### config.mk
export PLATFORM = sky130hd
export DESIGN_NAME = sertx_path
export DESIGN_NICKNAME = d
export VERILOG_FILES = /design/src/rtl/sertx_pkg.sv /design/src/rtl/sertx_fifo.sv /design/src/rtl/sertx_baud.sv /design/src/rtl/sertx_shifter.sv /design/src/rtl/sertx_path.sv
export SDC_FILE = /design/constraint.sdc
export NUM_CORES = 2
export LEC_CHECK = 0
export BUFFER_PORTS_ARGS = -buffer_cell sky130_fd_sc_hd__buf_2
export CELL_PAD_IN_SITES_DETAIL_PLACEMENT = 0
export CELL_PAD_IN_SITES_GLOBAL_PLACEMENT = 1
export CORE_MARGIN = 5
export CORE_UTILIZATION = 45
export DETAILED_ROUTE_END_ITERATION = 12
export GPL_TIMING_DRIVEN = 0
export PLACE_DENSITY = 0.74
export REMOVE_ABC_BUFFERS = 1
export SYNTH_ARGS = -nofsm -noshare
export SYNTH_HDL_FRONTEND = slang
export SYNTH_SLANG_ARGS = --single-unit
### constraint.sdc
create_clock -name clk -period 4.45 [get_ports clk]
set_input_delay 0.445 -clock clk [delete_from_list [all_inputs] [get_ports clk]]
set_output_delay 0.445 -clock clk [all_outputs]
set_load 0.01 [all_outputs]
### src/rtl/sertx_pkg.sv
package sertx_pkg;

    localparam int FRAME_W = 12;

    typedef struct packed {
        logic cts_fc;
        logic rts_tog;
        logic two_stop;
        logic par_en;
        logic par_even;
        logic data8;
    } fmt_t;

    typedef struct packed {
        logic brk;
        logic loop;
        logic dtr;
        logic rts;
        logic en;
    } linectl_t;

    typedef struct packed {
        logic [FRAME_W-1:0] bits;
        logic [3:0]         len;
    } frame_t;

    typedef enum logic [1:0] {
        SEL_FMT  = 2'd0,
        SEL_LINE = 2'd1,
        SEL_DIV  = 2'd2,
        SEL_NONE = 2'd3
    } regsel_e;

    function automatic fmt_t decode_fmt(input logic [7:0] b);
        fmt_t f;
        f.cts_fc   = b[7];
        f.rts_tog  = b[6];
        f.two_stop = b[3];
        f.par_en   = b[2];
        f.par_even = b[1];
        f.data8    = b[0];
        return f;
    endfunction

    function automatic linectl_t decode_line(input logic [7:0] b);
        linectl_t l;
        l.brk  = b[4];
        l.loop = b[3];
        l.dtr  = b[2];
        l.rts  = b[1];
        l.en   = b[0];
        return l;
    endfunction

    function automatic frame_t build_frame(input fmt_t f, input logic [7:0] d);
        frame_t r;
        logic [7:0] dm;
        int idx;
        r.bits = '1;
        r.bits[0] = 1'b0;
        dm = f.data8 ? d : {1'b0, d[6:0]};
        idx = 1;
        for (int i = 0; i < 8; i++) begin
            if (i < 7 || f.data8) begin
                r.bits[idx] = dm[i];
                idx++;
            end
        end
        if (f.par_en) begin
            r.bits[idx] = f.par_even ? (^dm) : ~(^dm);
            idx++;
        end
        idx = idx + (f.two_stop ? 2 : 1);
        r.len = 4'(idx);
        return r;
    endfunction

endpackage

### src/rtl/sertx_fifo.sv
module sertx_fifo #(
    parameter int DEPTH = 255,
    parameter int W     = 8
) (
    input  logic         clk,
    input  logic         rst,
    input  logic         push,
    input  logic [W-1:0] din,
    input  logic         pop,
    output logic [W-1:0] dout,
    output logic         empty,
    output logic         full
);
    localparam int PW = (DEPTH > 1) ? $clog2(DEPTH) : 1;
    localparam int CW = $clog2(DEPTH + 1);

    logic [W-1:0]  mem [DEPTH];
    logic [PW-1:0] wp, rp;
    logic [CW-1:0] count;
    logic          do_push, do_pop;

    assign empty   = (count == '0);
    assign full    = (count == CW'(DEPTH));
    assign do_push = push && !full;
    assign do_pop  = pop && !empty;
    assign dout    = mem[rp];

    always_ff @(posedge clk) begin
        if (do_push) mem[wp] <= din;
    end

    always_ff @(posedge clk) begin
        if (rst) begin
            wp    <= '0;
            rp    <= '0;
            count <= '0;
        end else begin
            if (do_push) wp <= (wp == PW'(DEPTH - 1)) ? '0 : wp + 1'b1;
            if (do_pop)  rp <= (rp == PW'(DEPTH - 1)) ? '0 : rp + 1'b1;
            if (do_push && !do_pop)      count <= count + 1'b1;
            else if (do_pop && !do_push) count <= count - 1'b1;
        end
    end

    // a push into a full queue leaves the occupancy alone
    p_no_overflow_r11: assert property (@(posedge clk) disable iff (rst)
        (full && push && !pop) |=> $stable(count));

endmodule

### src/rtl/sertx_baud.sv
module sertx_baud #(
    parameter int DIV_W    = 16,
    parameter int BASE_DIV = 1
) (
    input  logic             clk,
    input  logic             rst,
    input  logic             restart,
    input  logic [DIV_W-1:0] divisor,
    output logic             bit_end
);
    localparam int PW = DIV_W + $clog2(BASE_DIV + 1);

    logic [PW-1:0] cnt;
    logic [PW-1:0] period_m1;

    assign period_m1 = (PW'(divisor) + PW'(1)) * PW'(BASE_DIV) - PW'(1);
    assign bit_end   = (cnt == '0);

    always_ff @(posedge clk) begin
        if (rst)                cnt <= '0;
        else if (restart)       cnt <= period_m1;
        else if (cnt == '0)     cnt <= period_m1;
        else                    cnt <= cnt - 1'b1;
    end

endmodule

### src/rtl/sertx_shifter.sv
module sertx_shifter
    import sertx_pkg::*;
(
    input  logic       clk,
    input  logic       rst,
    input  fmt_t       fmt,
    input  logic       src_valid,
    input  logic [7:0] src_data,
    input  logic       cts,
    input  logic       bit_end,
    output logic       take,
    output logic       start,
    output logic       busy,
    output logic       hold_v,
    output logic       sout
);
    logic [7:0]         hold_d;
    logic [FRAME_W-1:0] sreg;
    logic [3:0]         left;
    frame_t             nxt;

    assign take  = src_valid && !hold_v;
    assign start = !busy && hold_v && (!fmt.cts_fc || cts);
    assign nxt   = build_frame(fmt, hold_d);
    assign sout  = busy ? sreg[0] : 1'b1;

    always_ff @(posedge clk) begin
        if (rst) begin
            hold_v <= 1'b0;
            hold_d <= '0;
            busy   <= 1'b0;
            sreg   <= '1;
            left   <= '0;
        end else begin
            if (take) begin
                hold_v <= 1'b1;
                hold_d <= src_data;
            end
            if (start) begin
                hold_v <= 1'b0;
                busy   <= 1'b1;
                sreg   <= nxt.bits;
                left   <= nxt.len;
            end else if (busy && bit_end) begin
                sreg <= {1'b1, sreg[FRAME_W-1:1]};
                left <= left - 1'b1;
                if (left == 4'd1) busy <= 1'b0;
            end
        end
    end

    // every character opens with a low start bit
    p_start_low_r2: assert property (@(posedge clk) disable iff (rst)
        $rose(busy) |-> (sout == 1'b0));

    // with flow control on and CTS low, an idle shifter stays idle
    p_cts_hold_r7: assert property (@(posedge clk) disable iff (rst)
        (fmt.cts_fc && !cts && !busy) |=> !busy);

    // nothing enters the holding stage without an offered byte
    p_no_load_r5: assert property (@(posedge clk) disable iff (rst)
        (!src_valid && !hold_v) |=> !hold_v);

endmodule

### src/rtl/sertx_path.sv
module sertx_path
    import sertx_pkg::*;
#(
    parameter int FIFO_DEPTH = 255,
    parameter int PRIO_DEPTH = 32,
    parameter int DIV_W      = 16,
    parameter int BASE_DIV   = 1
) (
    input  logic             clk,
    input  logic             rst,
    input  logic             reg_we,
    input  logic [1:0]       reg_sel,
    input  logic [DIV_W-1:0] reg_wdata,
    input  logic             fifo_push,
    input  logic [7:0]       fifo_din,
    input  logic             prio_push,
    input  logic [7:0]       prio_din,
    input  logic             cts,
    output logic             txd,
    output logic             loop_out,
    output logic             dtr,
    output logic             rts,
    output logic             txq_empty,
    output logic             shreg_empty,
    output logic             drained,
    output logic             txq_full,
    output logic             prio_full
    ,
    output logic             prio_pend
);
    logic [7:0]       fmt_q, line_q;
    logic [DIV_W-1:0] div_q;
    fmt_t             fmt;
    linectl_t         lc;

    logic       f_empty, p_empty, f_pop, p_pop;
    logic [7:0] f_dout, p_dout;
    logic       src_valid, take, start, busy, hold_v, sout, bit_end, serial;
    logic [7:0] src_data;

    assign fmt = decode_fmt(fmt_q);
    assign lc  = decode_line(line_q);

    always_ff @(posedge clk) begin
        if (rst) begin
            fmt_q  <= '0;
            line_q <= '0;
            div_q  <= '0;
        end else if (reg_we) begin
            case (regsel_e'(reg_sel))
                SEL_FMT:  fmt_q  <= reg_wdata[7:0];
                SEL_LINE: line_q <= reg_wdata[7:0];
                SEL_DIV:  div_q  <= reg_wdata;
                default:  ;
            endcase
        end
    end

    sertx_fifo #(.DEPTH(FIFO_DEPTH), .W(8)) u_txq (
        .clk(clk), .rst(rst), .push(fifo_push), .din(fifo_din),
        .pop(f_pop), .dout(f_dout), .empty(f_empty), .full(txq_full)
    );

    sertx_fifo #(.DEPTH(PRIO_DEPTH), .W(8)) u_prio (
        .clk(clk), .rst(rst), .push(prio_push), .din(prio_din),
        .pop(p_pop), .dout(p_dout), .empty(p_empty), .full(prio_full)
    );

    assign src_valid = lc.en && !(f_empty && p_empty);
    assign src_data  = p_empty ? f_dout : p_dout;
    assign p_pop     = take && !p_empty;
    assign f_pop     = take && p_empty;

    sertx_baud #(.DIV_W(DIV_W), .BASE_DIV(BASE_DIV)) u_baud (
        .clk(clk), .rst(rst), .restart(start), .divisor(div_q), .bit_end(bit_end)
    );

    sertx_shifter u_shift (
        .clk(clk), .rst(rst), .fmt(fmt), .src_valid(src_valid), .src_data(src_data),
        .cts(cts), .bit_end(bit_end), .take(take), .start(start),
        .busy(busy), .hold_v(hold_v), .sout(sout)
    );

    assign serial      = lc.brk ? 1'b0 : sout;
    assign txd         = lc.loop ? 1'b1 : serial;
    assign loop_out    = lc.loop ? serial : 1'b1;
    assign dtr         = lc.dtr;
    assign rts         = fmt.rts_tog ? (busy || hold_v) : lc.rts;
    assign txq_empty   = f_empty;
    assign shreg_empty = !busy && !hold_v;
    assign drained     = txq_empty && shreg_empty;
    assign prio_pend   = !p_empty;

    // the normal queue only feeds the line when no priority byte waits
    p_prio_first_r4: assert property (@(posedge clk) disable iff (rst)
        f_pop |-> !prio_pend);

    // in loopback the external line never leaves idle
    p_loop_quiet_r9: assert property (@(posedge clk) disable iff (rst)
        lc.loop |-> txd);

endmodule

==> flow_metrics.tcl <==
set metrics [dict create \
    status "finished, final reports clean" \
    netlist_instances 4780 \
    ant_nets 0 \
    reg2reg_depth 10 \
    critPathArrivalTime_ns 5.11 \
    cts_buffers 231 \
    final_util_pct 50.9 \
    die-area_sq_um 219000 \
    syn_area_sq_um 94200 \
    vias_per_cell 5.88 \
    final_cell_area_sq_um 106000 \
    crit_required_ns 5.23 \
    power_density_nw_per_um2 439 \
    worstSetupPathType "flop to flop" \
    core_area_sq_um 209000 \
    initial_core_util_pct 45.1 \
    hold_path.class "primary input to flop" \
    yosysUniqueCellTypes 73 \
    dr.pass1.iters 7 \
    port-buffer-count 49 \
    multi_input_area_sq_um 21600 \
    synth-seq-cells 2417 \
    endpoint_kind "flop" \
    overflow 0 \
    nFillCells 16500 \
    hold_path_depth 1 \
    ir_worst_vdd_uv 433 \
    h-tree-depth 4 \
    syn_avg_cell_area_sq_um 19.7 \
    cap_violations 0 \
    syn_to_final_growth_pct 13.0 \
    drcViolationCount 0 \
    postPlaceCellArea_sq_um 98600 \
    path_clk_slew_ns 0.06 \
    io_pins 50 \
    via_count 46400 \
    grt_pass1_wl_microns 315000 \
    relSlewSlack_pct 3.71 \
    die_x_microns 468 \
    grt_pass1_vias 46400 \
    fp.dieH_microns 468 \
    rows 168 \
    grt.total_usage_pct 19.4 \
    antenna_found_initial 3 \
    cts_num_sinks 2417 \
    yosys_warnings 0 \
    grt_max_degree 161 \
    async_reset_ff_share_pct 0 \
    gp_congestion 0.772 \
    root_buffer "clkbuf_16" \
    cts_tree "done" \
    fin_worst_skew_ns 0.0675 \
    rsz0062_at_grt "no" \
    drive_above_1_share_pct 20.3 \
    clockBufferDepth 3 \
    worstMarginPinSlew_ns 1.44 \
    worstSkewPairLatency_ns 0.87 \
    drtIter0Drc 4856 \
    layout_commonest_cell "edfxtp_1" \
    seq_area_sq_um 71400 \
    startpoint_type "flop" \
    fin_crit_sh_pct 97.3 \
    timing.final.crit_period_ns 4.33 \
    layout_common_cells "2296 x edfxtp_1, 509 x mux4_2, 410 x nor2_1, 235 x mux2i_1, 231 x clkbuf_16" \
    ys_seq_area_share_pct 75.8 \
    wl_per_cell_microns 27.0 \
    drt-total-wl_microns 213000 \
    synth_flop_cell "edfxtp_1" \
    hold_viol_final 0 \
    p_leak_nw 32.0 \
    dpl.hpwl_microns 128000 \
    critPathMaxFanout 33 \
    max_freq_mhz 231 \
    slew_viol_final 0 \
    synth_edf_count 2296 \
    setup_viol 0 \
    nNetsFinal 4958 \
]
flip-flops by register name, summed over array words and instances (netlist names), 10 cells and up, named ones only:
| signal | cells |
|---|---|
| u_baud.cnt | 17 |
| div_q | 16 |
| u_txq.mem | 2040 |
| u_shift.sreg | 10 |
| u_prio.mem | 256 |
cell usage after synthesis, drive strengths merged, types with 27 or more instances:
master / n / share of area (%)
a211oi: 75 / 0.60
a21oi: 109 / 0.58
a22oi: 103 / 0.82
buf: 139 / 0.82
clkbuf: 144 / 0.57
dfxtp: 121 / 2.6
edfxtp: 2296 / 73
ha: 31 / 0.41
inv: 27 / 0.11
mux2i: 235 / 2.5
mux4: 509 / 12
nand2: 111 / 0.44
nand3: 40 / 0.21
nor2: 412 / 1.6
o21ai: 32 / 0.17
o22ai: 64 / 0.43
xnor2: 28 / 0.26
cell type report:
class / count / area share (%)
sequential: 2417 / 67.1
multi-input combinational: 2052 / 20.3
clock buffer: 279 / 5.65
tap: 2805 / 3.30
timing repair buffer: 154 / 2.26
clock inverter: 151 / 1.36
inverter: 28 / 0.0987
antenna: 2 / 0.00470
worst paths after layout:
| kind | start | end | slack (ns) |
|---|---|---|---|
| setup / recovery | flop | u_shift.hold_d[4]$_SDFFE_PP0N_ | 0.12 |
| hold / removal | fifo_din[7] | u_txq.mem[129][7]$_DFFE_PP_ | 0.07 |
| setup reg to reg | flop | u_shift.hold_d[4]$_SDFFE_PP0N_ | 0.12 |
| hold reg to reg | div_q[3]$_SDFFE_PP0P_ | div_q[3]$_SDFFE_PP0P_ | 0.46 |
per-stage QoR:
step	cells	hold WS [ns]	setup WS [ns]	TNS, ns	total power [mW]
after floorplan	4497	0.431	-21.75	-173.91	27.3
after global placement	7351	0.450	-37.74	-3371.64	28.4
after detailed placement	7426	0.447	-0.376	-1.17	27.9
after CTS	7886	0.0308	0.0249	0	47.0
after global routing	7886	0.0625	0.0304	0	48.2
final	7888	0.0701	0.118	0	46.7
per-layer routing:
layer	vias to the layer above	part of all wire, %	track usage [%]
li1	19900	-	-
met1	24600	42	27.7
met2	1666	49	31.1
met3	311	6.9	3.27
met4	2	2.6	5.46
met5	-	0.0061	0
repair_timing:
item | CTS | global route
hold buffers | 27 | 0
endpoints found under the hold margin | 40 | 0
cloned | 0 | 0
setup buffers | 3 | 0
gates resized for setup | 5 | 8
setup endpoints to repair | 7 | 7
logic make-up after synthesis:
logic type / after synthesis / share of synthesized area, %
flip-flops: 2417 / 75.8
adder cells (fa/ha/maj): 34 / 0.476
multiplexers: 755 / 14.8
AND/OR/NAND/NOR: 715 / 3.34
AO/OA/AOI/OAI: 504 / 3.69
XOR/XNOR: 44 / 0.409
buffers and inverters: 311 / 1.51
critical path, stage by stage, from the launching register on:
cell       delay, ns
dfxtp_4         0.71
buf_16          0.32
nand3b_1        0.58
buf_8           0.39
buf_16          0.17
o22ai_1         0.18
a211oi_1        0.14
a22oi_1         0.39
a21oi_1         0.14
nor3_1          0.93
o2bb2ai_1       0.20
report_power, final:
part           internal [mW]  total (mW)  switching, mW
combinational          0.907        2.24           1.33
clock                   10.9        19.2           8.39
sequential              25.1        25.2          0.156
total                   36.8        46.7           9.87
Note: power is estimated with default switching activity, not from simulation.
